===== config.mk =====
export PLATFORM = sky130hd
export DESIGN_NAME = cdb_forward_top
export DESIGN_NICKNAME = d
export VERILOG_FILES = /design/src/rtl/cdb_pkg.sv /design/src/rtl/cdb_arbiter.sv /design/src/rtl/cdb_fu_pipe.sv /design/src/rtl/cdb_rs_queue.sv /design/src/rtl/cdb_forward_top.sv
export SDC_FILE = /design/constraint.sdc
export NUM_CORES = 1
export LEC_CHECK = 0
export ABC_AREA = 1
export BUFFER_PORTS_ARGS = -buffer_cell sky130_fd_sc_hd__buf_4
export CORE_MARGIN = 8
export CORE_UTILIZATION = 46
export DETAILED_ROUTE_END_ITERATION = 10
export GPL_ROUTABILITY_DRIVEN = 0
export PLACE_DENSITY = 0.73
export SYNTH_ARGS = -nofsm -noshare
export SYNTH_HDL_FRONTEND = slang
export SYNTH_SLANG_ARGS = --single-unit

===== constraint.sdc =====
create_clock -name clk_i -period 6.4 [get_ports clk_i]
set_clock_uncertainty 0.05 [all_clocks]
set_input_delay 0.64 -clock clk_i [delete_from_list [all_inputs] [get_ports clk_i]]
set_output_delay 0.64 -clock clk_i [all_outputs]
set_load 0.02 [all_outputs]

===== src/rtl/cdb_pkg.sv =====
package cdb_pkg;
  localparam int TAG_W   = 4;
  localparam int DATA_W  = 16;
  localparam int N_UNITS = 2;
  localparam int UNIT_W  = (N_UNITS > 1) ? $clog2(N_UNITS) : 1;
  localparam int N_SRC   = N_UNITS + 1;

  typedef logic [TAG_W-1:0]  tag_t;
  typedef logic [DATA_W-1:0] data_t;

  typedef enum logic {FU_ADD = 1'b0, FU_MUL = 1'b1} fu_kind_e;

  typedef struct packed {
    logic  pend;
    tag_t  tag;
    data_t val;
  } opnd_t;

  typedef struct packed {
    tag_t  dst;
    opnd_t a;
    opnd_t b;
  } disp_t;
endpackage


===== src/rtl/cdb_arbiter.sv =====
module cdb_arbiter #(
  parameter int N = 3
) (
  input  logic [N-1:0] req_i,
  output logic [N-1:0] gnt_o
);
  // lowest index wins
  assign gnt_o = req_i & (~req_i + {{(N-1){1'b0}}, 1'b1});
endmodule


===== src/rtl/cdb_fu_pipe.sv =====
module cdb_fu_pipe
  import cdb_pkg::*;
#(
  parameter fu_kind_e KIND = FU_ADD,
  parameter int       LAT  = 1
) (
  input  logic  clk_i,
  input  logic  rst_ni,
  input  logic  in_valid_i,
  input  tag_t  in_dst_i,
  input  data_t in_a_i,
  input  data_t in_b_i,
  input  logic  grant_i,
  output logic  accept_o,
  output logic  out_valid_o,
  output tag_t  out_tag_o,
  output data_t out_data_o
);
  logic  [LAT-1:0] v_q;
  tag_t  [LAT-1:0] t_q;
  data_t [LAT-1:0] d_q;
  data_t           res;

  generate
    if (KIND == FU_MUL) begin : g_mul
      logic [2*DATA_W-1:0] prod;
      assign prod = {{DATA_W{1'b0}}, in_a_i} * {{DATA_W{1'b0}}, in_b_i};
      assign res  = prod[DATA_W-1:0];
    end else begin : g_add
      assign res = in_a_i + in_b_i;
    end
  endgenerate

  // whole pipe stalls while its result waits for the bus
  assign accept_o = !v_q[LAT-1] || grant_i;

  always_ff @(posedge clk_i or negedge rst_ni) begin
    if (!rst_ni) begin
      v_q <= '0;
      t_q <= '0;
      d_q <= '0;
    end else if (accept_o) begin
      v_q[0] <= in_valid_i;
      t_q[0] <= in_dst_i;
      d_q[0] <= res;
      for (int k = 1; k < LAT; k++) begin
        v_q[k] <= v_q[k-1];
        t_q[k] <= t_q[k-1];
        d_q[k] <= d_q[k-1];
      end
    end
  end

  assign out_valid_o = v_q[LAT-1];
  assign out_tag_o   = t_q[LAT-1];
  assign out_data_o  = d_q[LAT-1];
endmodule


===== src/rtl/cdb_rs_queue.sv =====
module cdb_rs_queue
  import cdb_pkg::*;
#(
  parameter int DEPTH = 3
) (
  input  logic  clk_i,
  input  logic  rst_ni,
  input  logic  alloc_i,
  input  disp_t alloc_op_i,
  input  logic  tp_valid_i,
  input  tag_t  tp_tag_i,
  input  logic  dp_valid_i,
  input  tag_t  dp_tag_i,
  input  data_t dp_data_i,
  input  logic  issue_en_i,
  output logic  full_o,
  output logic  iss_valid_o,
  output tag_t  iss_dst_o,
  output data_t iss_a_o,
  output data_t iss_b_o
);
  typedef struct packed {
    logic  rdy;
    logic  arm;
    tag_t  tag;
    data_t val;
  } slot_t;

  logic  [DEPTH-1:0]            vld_q;
  tag_t  [DEPTH-1:0]            dst_q;
  slot_t [DEPTH-1:0]            a_q, b_q;
  logic  [DEPTH-1:0][DEPTH-1:0] older_q;  // [i][j]: j is older than i
  logic  [DEPTH-1:0]            rdy, sel, alloc_oh;
  logic                         alloc_fire;

  function automatic slot_t fresh(opnd_t o);
    slot_t s;
    s.tag = o.tag;
    s.val = o.val;
    s.rdy = !o.pend;
    s.arm = 1'b0;
    if (o.pend) begin
      if (dp_valid_i && dp_tag_i == o.tag) begin
        s.rdy = 1'b1;
        s.val = dp_data_i;
      end else begin
        s.arm = tp_valid_i && tp_tag_i == o.tag;
      end
    end
    return s;
  endfunction

  function automatic slot_t snoop(slot_t s);
    slot_t r = s;
    if (!s.rdy) begin
      if (s.arm && dp_valid_i) begin
        r.rdy = 1'b1;
        r.val = dp_data_i;
        r.arm = 1'b0;
      end else begin
        r.arm = tp_valid_i && tp_tag_i == s.tag;
      end
    end
    return r;
  endfunction

  always_comb begin
    alloc_oh = '0;
    for (int i = DEPTH - 1; i >= 0; i--) begin
      if (!vld_q[i]) alloc_oh = DEPTH'(1) << i;
    end
  end

  assign full_o     = &vld_q;
  assign alloc_fire = alloc_i && !full_o;

  always_comb begin
    for (int i = 0; i < DEPTH; i++) rdy[i] = vld_q[i] && a_q[i].rdy && b_q[i].rdy;
    for (int i = 0; i < DEPTH; i++) sel[i] = rdy[i] && !(|(older_q[i] & rdy));
  end

  always_comb begin
    iss_valid_o = |sel;
    iss_dst_o   = '0;
    iss_a_o     = '0;
    iss_b_o     = '0;
    for (int i = 0; i < DEPTH; i++) begin
      if (sel[i]) begin
        iss_dst_o = dst_q[i];
        iss_a_o   = a_q[i].val;
        iss_b_o   = b_q[i].val;
      end
    end
  end

  always_ff @(posedge clk_i or negedge rst_ni) begin
    if (!rst_ni) begin
      vld_q   <= '0;
      dst_q   <= '0;
      a_q     <= '0;
      b_q     <= '0;
      older_q <= '0;
    end else begin
      for (int i = 0; i < DEPTH; i++) begin
        a_q[i] <= snoop(a_q[i]);
        b_q[i] <= snoop(b_q[i]);
        if (issue_en_i && sel[i]) vld_q[i] <= 1'b0;
        for (int j = 0; j < DEPTH; j++) begin
          if (alloc_fire && alloc_oh[j]) older_q[i][j] <= 1'b0;
        end
      end
      for (int i = 0; i < DEPTH; i++) begin
        if (alloc_fire && alloc_oh[i]) begin
          vld_q[i]   <= 1'b1;
          dst_q[i]   <= alloc_op_i.dst;
          a_q[i]     <= fresh(alloc_op_i.a);
          b_q[i]     <= fresh(alloc_op_i.b);
          older_q[i] <= vld_q;
        end
      end
    end
  end
endmodule


===== src/rtl/cdb_forward_top.sv =====
module cdb_forward_top
  import cdb_pkg::*;
#(
  parameter int Q_DEPTH = 3,
  parameter int ADD_LAT = 1,
  parameter int MUL_LAT = 2
) (
  input  logic              clk_i,
  input  logic              rst_ni,
  input  logic              disp_valid_i,
  input  logic [UNIT_W-1:0] disp_unit_i,
  input  logic [TAG_W-1:0]  disp_dst_i,
  input  logic              disp_a_pend_i,
  input  logic [TAG_W-1:0]  disp_a_tag_i,
  input  logic [DATA_W-1:0] disp_a_val_i,
  input  logic              disp_b_pend_i,
  input  logic [TAG_W-1:0]  disp_b_tag_i,
  input  logic [DATA_W-1:0] disp_b_val_i,
  output logic              disp_ready_o,
  input  logic              ld_valid_i,
  input  logic [TAG_W-1:0]  ld_tag_i,
  input  logic [DATA_W-1:0] ld_data_i,
  output logic              ld_grant_o,
  output logic              cdb_tag_valid_o,
  output logic [TAG_W-1:0]  cdb_tag_o,
  output logic              cdb_data_valid_o,
  output logic [TAG_W-1:0]  cdb_data_tag_o,
  output logic [DATA_W-1:0] cdb_data_o
);
  disp_t                   disp_op;
  logic  [N_UNITS-1:0]     full;
  logic  [N_SRC-1:0]       req, gnt;
  tag_t  [N_SRC-1:0]       src_tag;
  data_t [N_SRC-1:0]       src_data;
  logic                    tp_valid;
  tag_t                    tp_tag;
  data_t                   tp_data;
  logic                    dp_valid_q;
  tag_t                    dp_tag_q;
  data_t                   dp_data_q;

  assign disp_op = '{dst: disp_dst_i,
                     a: '{pend: disp_a_pend_i, tag: disp_a_tag_i, val: disp_a_val_i},
                     b: '{pend: disp_b_pend_i, tag: disp_b_tag_i, val: disp_b_val_i}};

  // sources: higher unit index has higher priority, load last
  genvar u;
  generate
    for (u = 0; u < N_UNITS; u++) begin : g_unit
      logic  iss_v, acc, out_v;
      tag_t  iss_dst, out_tag;
      data_t iss_a, iss_b, out_data;

      cdb_rs_queue #(.DEPTH(Q_DEPTH)) i_queue (
        .clk_i, .rst_ni,
        .alloc_i    (disp_valid_i && disp_unit_i == UNIT_W'(u)),
        .alloc_op_i (disp_op),
        .tp_valid_i (tp_valid),
        .tp_tag_i   (tp_tag),
        .dp_valid_i (dp_valid_q),
        .dp_tag_i   (dp_tag_q),
        .dp_data_i  (dp_data_q),
        .issue_en_i (acc),
        .full_o     (full[u]),
        .iss_valid_o(iss_v),
        .iss_dst_o  (iss_dst),
        .iss_a_o    (iss_a),
        .iss_b_o    (iss_b)
      );

      cdb_fu_pipe #(
        .KIND (u == 0 ? FU_ADD : FU_MUL),
        .LAT  (u == 0 ? ADD_LAT : MUL_LAT)
      ) i_pipe (
        .clk_i, .rst_ni,
        .in_valid_i (iss_v),
        .in_dst_i   (iss_dst),
        .in_a_i     (iss_a),
        .in_b_i     (iss_b),
        .grant_i    (gnt[N_UNITS-1-u]),
        .accept_o   (acc),
        .out_valid_o(out_v),
        .out_tag_o  (out_tag),
        .out_data_o (out_data)
      );

      assign req[N_UNITS-1-u]      = out_v;
      assign src_tag[N_UNITS-1-u]  = out_tag;
      assign src_data[N_UNITS-1-u] = out_data;
    end
  endgenerate

  assign req[N_SRC-1]      = ld_valid_i;
  assign src_tag[N_SRC-1]  = ld_tag_i;
  assign src_data[N_SRC-1] = ld_data_i;

  cdb_arbiter #(.N(N_SRC)) i_arb (.req_i(req), .gnt_o(gnt));

  always_comb begin
    tp_tag  = '0;
    tp_data = '0;
    for (int s = 0; s < N_SRC; s++) begin
      if (gnt[s]) begin
        tp_tag  = src_tag[s];
        tp_data = src_data[s];
      end
    end
  end
  assign tp_valid = |req;

  always_ff @(posedge clk_i or negedge rst_ni) begin
    if (!rst_ni) begin
      dp_valid_q <= 1'b0;
      dp_tag_q   <= '0;
      dp_data_q  <= '0;
    end else begin
      dp_valid_q <= tp_valid;
      dp_tag_q   <= tp_tag;
      dp_data_q  <= tp_data;
    end
  end

  assign disp_ready_o     = !full[disp_unit_i];
  assign ld_grant_o       = gnt[N_SRC-1];
  assign cdb_tag_valid_o  = tp_valid;
  assign cdb_tag_o        = tp_tag;
  assign cdb_data_valid_o = dp_valid_q;
  assign cdb_data_tag_o   = dp_tag_q;
  assign cdb_data_o       = dp_data_q;
endmodule


# Yosys cells after proc, flatten, opt, wreduce, memory -nomap -nowiden
# Cells that the tools add are included.
word_totals:
  out_inout_bits: 28
  register_bits: 396
  elab_cells: 392
op_classes:
  muxes: 138
  order_cmp: 1
  bitwise_logic: 9
  eq_ne: 28
  n_reduce_logical: 124
  n_mul: 1
  add_sub_neg: 2
op_table:
  columns: ["cell", "count"]
  rows:
  - ["$mux 16", 43]
  - ["$mux 22", 12]
  - ["$eq 4x4->1", 16]
  - ["$logic_and 1x1->1", 62]
  - ["$mux 1", 48]
  - ["$reduce_bool 2->1", 24]
  - ["$mux 4", 9]
  - ["$mux 2", 16]
  - ["$mux 3", 10]
  - ["$reduce_or 3->1", 9]
  - ["$ne 2x2->1 const B", 12]
  - ["$reduce_and 2->1", 12]
  - ["$and 3x3->3", 7]
  - ["$add 16x16->16", 1]
  - ["$mul 16x16->16", 1]
  - ["$logic_not 1->1", 13]
  - ["$reduce_and 3->1", 2]
  - ["$add 3x1->3 const B", 1]
  - ["$not 3->3", 1]
  - ["$logic_or 1x1->1", 2]
  - ["$lt 1x2->1 const B", 1]
  - ["$not 1->1", 1]

# Depth between registers and ports, before layout
depth:
  word_depth: 11
  depth_mapped: 35
  ltp_nobuf: 33

# Hierarchy
# A second synthesis with hierarchy kept.
unflattened:
  cells_unflattened: 3916
  hier_area_um2: 27855.5
modules_own_cells:
  columns: ["mod", "n_inst", "area_each_um2", "seq_area_each_um2", "cells_each"]
  rows:
  - ["cdb_rs_queue", 2, 9451.6, 3903.7, 1316]
  - ["cdb_fu_pipe at g_unit[1].i_pipe", 1, 6105.9, 1051.0, 844]
  - ["cdb_fu_pipe at g_unit[0].i_pipe", 1, 1676.6, 525.5, 256]
  - ["cdb_forward_top", 1, 1141.1, 525.5, 178]
  - ["cdb_arbiter", 1, 28.8, 0.0, 6]

# Worst setup path before layout
# Ideal clock, no wire load.
synth_timing:
  path_type: "flip-flop to flip-flop"
  from: "reg g_unit[1].i_queue.a_q[43] in the netlist's numbering"
  to: "reg g_unit[1].i_pipe.d_q[15] in the netlist's numbering"
  path_buffers: 2
  path_slack_ns: 0.398
  arrival_ns: 5.836
  path_stages_with_launch: 30
  setup_ns: 0.116
  synth_period_minus_slack_ns: 6.002
  path_cell_list: "dfrtp_1 -> nand3_1 -> nor2_4 -> nand3_4 -> inv_2 -> buf_4 -> nand2_1 -> nand2_1 -> nand2_1 -> nand2_1 -> clkbuf_1 -> nand2_1 -> fa_1 -> fa_1 -> fa_1 -> inv_1 -> fa_1 -> fa_1 -> inv_1 -> fa_1 -> inv_1 -> ha_1 -> a21oi_1 -> o211ai_1 -> a31oi_1 -> nand3_1 -> nand2_1 -> inv_1 -> nand3_1 -> nand2_1"
synth_via:
  elab_chain_len: 10
  word_cells_on_any_way: 21
synth_lines:
  columns: ["element", "line_no", "rtl"]
  rows:
  - ["start: declaration", "cdb_rs_queue.sv:31", "slot_t [DEPTH-1:0] a_q, b_q;"]
  - ["start signal: indexed assignment", "cdb_rs_queue.sv:105", "a_q[i] <= snoop(a_q[i]);"]
  - ["start signal: indexed assignment", "cdb_rs_queue.sv:116", "a_q[i] <= fresh(alloc_op_i.a);"]
  - ["$logic_and 1x1->1 (*) (2 in a row)", "cdb_rs_queue.sv:78", "for (int i = 0; i < DEPTH; i++) rdy[i] = vld_q[i] && a_q[i].rdy && b_q[i].rdy;"]
  - ["$and 3x3->3", "cdb_rs_queue.sv:79", "for (int i = 0; i < DEPTH; i++) sel[i] = rdy[i] && !(|(older_q[i] & rdy));"]
  - ["$reduce_or 3->1", "cdb_rs_queue.sv:79", null]
  - ["$logic_not 1->1", "cdb_rs_queue.sv:79", null]
  - ["$logic_and 1x1->1", "cdb_rs_queue.sv:79", null]
  - ["$mux 16 (3 in a row)", "cdb_rs_queue.sv:88", "if (sel[i]) begin"]
  - ["$mul 16x16->16 (*)", "cdb_fu_pipe.sv:27", "assign prod = {{DATA_W{1'b0}}, in_a_i} * {{DATA_W{1'b0}}, in_b_i};"]
  - ["via g_unit[1].i_pipe.g_mul.prod[15]", "cdb_fu_pipe.sv:26", "logic [2*DATA_W-1:0] prod;"]
  - ["end signal: indexed assignment", "cdb_fu_pipe.sv:49", "d_q[k] <= d_q[k-1];"]
  - ["end: declaration", "cdb_fu_pipe.sv:21", "data_t [LAT-1:0] d_q;"]
# Mark *: on every way through the listed nets, which the timed path passes. The rest lies on a longest branch.
# A chain may end at the register's enable or synchronous reset.

# Worst setup path in the final report
layout_timing:
  from: "reg g_unit[1].i_queue.vld_q[1]"
  to: "reg g_unit[1].i_pipe.d_q[14] in the netlist's numbering"
layout_via:
  elab_chain_len: 10
  word_cells_on_any_way: 21
layout_lines:
  columns: ["element", "line_no", "rtl"]
  rows:
  - ["start: declaration", "cdb_rs_queue.sv:29", "logic [DEPTH-1:0] vld_q;"]
  - ["start signal: assignment", "cdb_rs_queue.sv:98", "vld_q <= '0;"]
  - ["start signal: indexed assignment", "cdb_rs_queue.sv:107", "if (issue_en_i && sel[i]) vld_q[i] <= 1'b0;"]
  - ["start signal: indexed assignment", "cdb_rs_queue.sv:114", "vld_q[i] <= 1'b1;"]
  - ["$logic_and 1x1->1 (*) (2 in a row)", "cdb_rs_queue.sv:78", null]
  - ["$and 3x3->3", "cdb_rs_queue.sv:79", null]
  - ["$reduce_or 3->1", "cdb_rs_queue.sv:79", null]
  - ["$logic_not 1->1", "cdb_rs_queue.sv:79", null]
  - ["$logic_and 1x1->1", "cdb_rs_queue.sv:79", null]
  - ["$mux 16 (3 in a row)", "cdb_rs_queue.sv:88", null]
  - ["$mul 16x16->16 (*)", "cdb_fu_pipe.sv:27", null]
  - ["via g_unit[1].i_pipe.g_mul.prod[14]", "cdb_fu_pipe.sv:26", null]
# Marked as above.

==> results.json <==
{
  "fin_crit_ps": 6190,
  "r2r_cells": 31,
  "async_flop_share": 1.00,
  "cts_max_level": 2,
  "drv_cap": 0,
  "first_pass_iters": 7,
  "cts_sinks": 396,
  "hold_viol": 0,
  "synth_ff_type": "dfrtp_1",
  "final-setup-viol-count": 0,
  "grt.overflow.total": 0,
  "cts_hold_buf": 0,
  "grt_pass1_vias": 21100,
  "start_util": 0.461,
  "end_kind": "flop",
  "status": "finished, final reports clean",
  "io_pins": 99,
  "syn_to_final_growth_pct": 17.4,
  "antenna_found_initial": 1,
  "cpMaxStageDelayCell": "fa_2",
  "cp_data_required_time_ps": 6810,
  "min_period_over_period": 0.968,
  "grt_usage": 0.248,
  "core_area_sq_mm": 0.0509,
  "yosys_warnings": 0,
  "cts_buffers": 43,
  "yosysSeqAreaShare": 0.422,
  "cpPeakStageDelay_ps": 540,
  "max-clock-path-buffers": 3,
  "finalCoreUtilization": 0.542,
  "drtIter0Drc": 2668,
  "arrival_ps": 6600,
  "reg2reg_from": "g_unit[1].i_queue.vld_q[1]",
  "vias_per_cell": 5.66,
  "path_max_fanout": 7,
  "vias": 21500,
  "r2r_end": "g_unit[1].i_pipe.d_q[14]",
  "fin_area_sq_mm": 0.0276,
  "dp_cells": 3672,
  "synth.net_count": 3187,
  "ant_nets": 0,
  "port_buffers": 98,
  "row_count": 83,
  "wire_per_inst_microns": 19.8,
  "drive_gt1_frac": 0.144,
  "rrSetupSlack_ps": 210,
  "drcViolationCount": 0,
  "final.setup.tns_ps": 0,
  "cts_tree": "built",
  "clk_latency_ps": 580,
  "synth-seq-cells": 396,
  "rsz0062_at_grt": "yes",
  "dieArea_sq_mm": 0.0585,
  "layout.nets": 3308,
  "netlist_area_sq_mm": 0.0235,
  "dp_hpwl_mm": 51.9,
  "die_x_microns": 242,
  "grt_pass1_wl_mm": 117,
  "start_kind": "flop",
  "tightest_slew_ps": 1080,
  "clock.fmax_mhz": 161,
  "drt_wl_total_mm": 75.2,
  "die_h_microns": 242,
  "diodes": 0,
  "grt_max_degree": 130,
  "root_buffer": "clkbuf_16",
  "slew_headroom": 0.281,
  "place_area_sq_mm": 0.0252,
  "crit_type": "flop to flop",
  "finalNonFillerCells": 3803,
  "yosysUniqueCellTypes": 46,
  "drv_slew": 0,
  "syn_area_per_cell_sq_um": 7.90,
  "clk_pin_slew_ps": 60,
  "synthCells": 2971,
  "min-delay-path-class": "input pin to asynchronous set/reset pin",
  "synth_edf_count": 0
}
area by class of cell:
cell class | count | area (sq um)
Timing Repair inverter | 1 | 5.00
Clock buffer | 60 | 1210
Inverter | 317 | 1220
Fill cell | 4657 | 23300
Tap cell | 680 | 851
Timing Repair Buffer | 227 | 1920
Sequential cell | 396 | 9920
Multi-Input combinational cell | 2106 | 12300
Clock inverter | 16 | 180
cells in the mapped netlist, types with 23 or more instances:
library cell  count  area share
nand2_1         798        0.13
dfrtp_1         396        0.42
nor2_1          328       0.052
inv_1           308       0.049
o21ai_0         201       0.043
a31oi_1         183       0.049
clkbuf_1        125       0.020
nand3_1         124       0.026
fa_1             81       0.069
a21oi_1          65       0.014
ha_1             64       0.034
xor2_1           42       0.016
mux2i_1          36       0.015
o21ai_1          27      0.0058
nand4_1          23      0.0061
logic make-up (layout without fill, tap and decap cells):
logic type      Yosys count  after routing  synth area share
compound gates          525            525             0.127
xor+xnor                 56             56            0.0209
fa+ha+maj               145            145             0.103
buf+inv                 472            621            0.0776
flops                   396            396             0.422
mux                      36             36            0.0153
simple gates           1341           1344             0.234
registers in the layout, indices dropped and copies added, names as in the netlist:
signal and cells:
g_unit.i_pipe.out_valid_o 1, g_unit.i_queue.dst_q 24, g_unit.i_queue.b_q 132, g_unit.i_queue.older_q 18, g_unit.i_queue.a_q 132, cdb_data_tag_o 4
g_unit.i_queue.vld_q 6, g_unit.i_pipe.out_tag_o 8, g_unit.i_pipe.d_q 16, g_unit.i_pipe.v_q 2, g_unit.i_pipe.out_data_o 32, g_unit.i_pipe.t_q 4
cdb_data_o 16, cdb_data_valid_o 1
worst max path at each step:
stage	to	from	slack [ps]
after floorplan	g_unit[1].i_pipe.d_q[15]	g_unit[1].i_queue.a_q[43]	400
after global placement	g_unit[1].i_pipe.d_q[15]	g_unit[1].i_queue.vld_q[1]	100
after detailed placement	g_unit[1].i_pipe.d_q[15]	g_unit[1].i_queue.vld_q[1]	-40
after CTS	g_unit[1].i_pipe.d_q[15]	g_unit[1].i_queue.b_q[21]	50
after global routing	g_unit[1].i_pipe.d_q[14]	g_unit[1].i_queue.a_q[65]	-180
final	g_unit[1].i_pipe.d_q[14]	g_unit[1].i_queue.vld_q[1]	210
stage by stage:
step / setup slack (ps) / hold WS, ps
2_1_floorplan: 398 / 281
3_3_place_gp: 95.3 / 282
3_5_place_dp: -36.2 / 285
4_1_cts: 54.3 / 169
5_1_grt: -180 / 217
6_report: 207 / 144
per-layer routing:
metal  up-vias  global-route usage  share of wire
li1       9896                   -              -
met1     10300               0.324           0.40
met2      1086               0.391           0.45
met3       251              0.0504          0.098
met4         0               0.116          0.052
met5         -                   0              0
repair_timing:
action	CTS	global route
gates resized for setup	2	135
pin swaps	0	69
setup endpoints to repair	1	4
setup buffers	0	46
cloned	0	9
layout by cell type (no fill, tap or decap), types with 8 or more instances in the layout:
master,instances
nand2_1,787
dfrtp_1,390
nor2_1,304
inv_1,297
buf_4,199
o21ai_0,197
a31oi_1,182
nand3_1,117
fa_1,75
a21oi_1,61
ha_1,53
clkbuf_16,48
xor2_1,42
mux2i_1,36
nor2_4,23
nand4_1,23
or2_2,22
nor2_2,20
o21ai_1,16
o21ai_2,15
buf_6,15
xnor2_1,14
o211ai_1,12
o22ai_1,10
clkbuf_1,10
nand3_2,9
ha_4,9
nand2_2,8
inv_2,8
worst max-delay path: cells and delay by family (launching register included):
family	cells	cell delay (ps)
AOI/OAI and AO/OA	4	540
adders and majority gates	7	2750
DFF	1	410
and+or+nand+nor	12	1500
xor gates and xnor gates	1	110
buffers and inverters	7	700
Power is not shown: default switching activity piles up to over one toggle a cycle in this logic, so the estimate is an artifact.
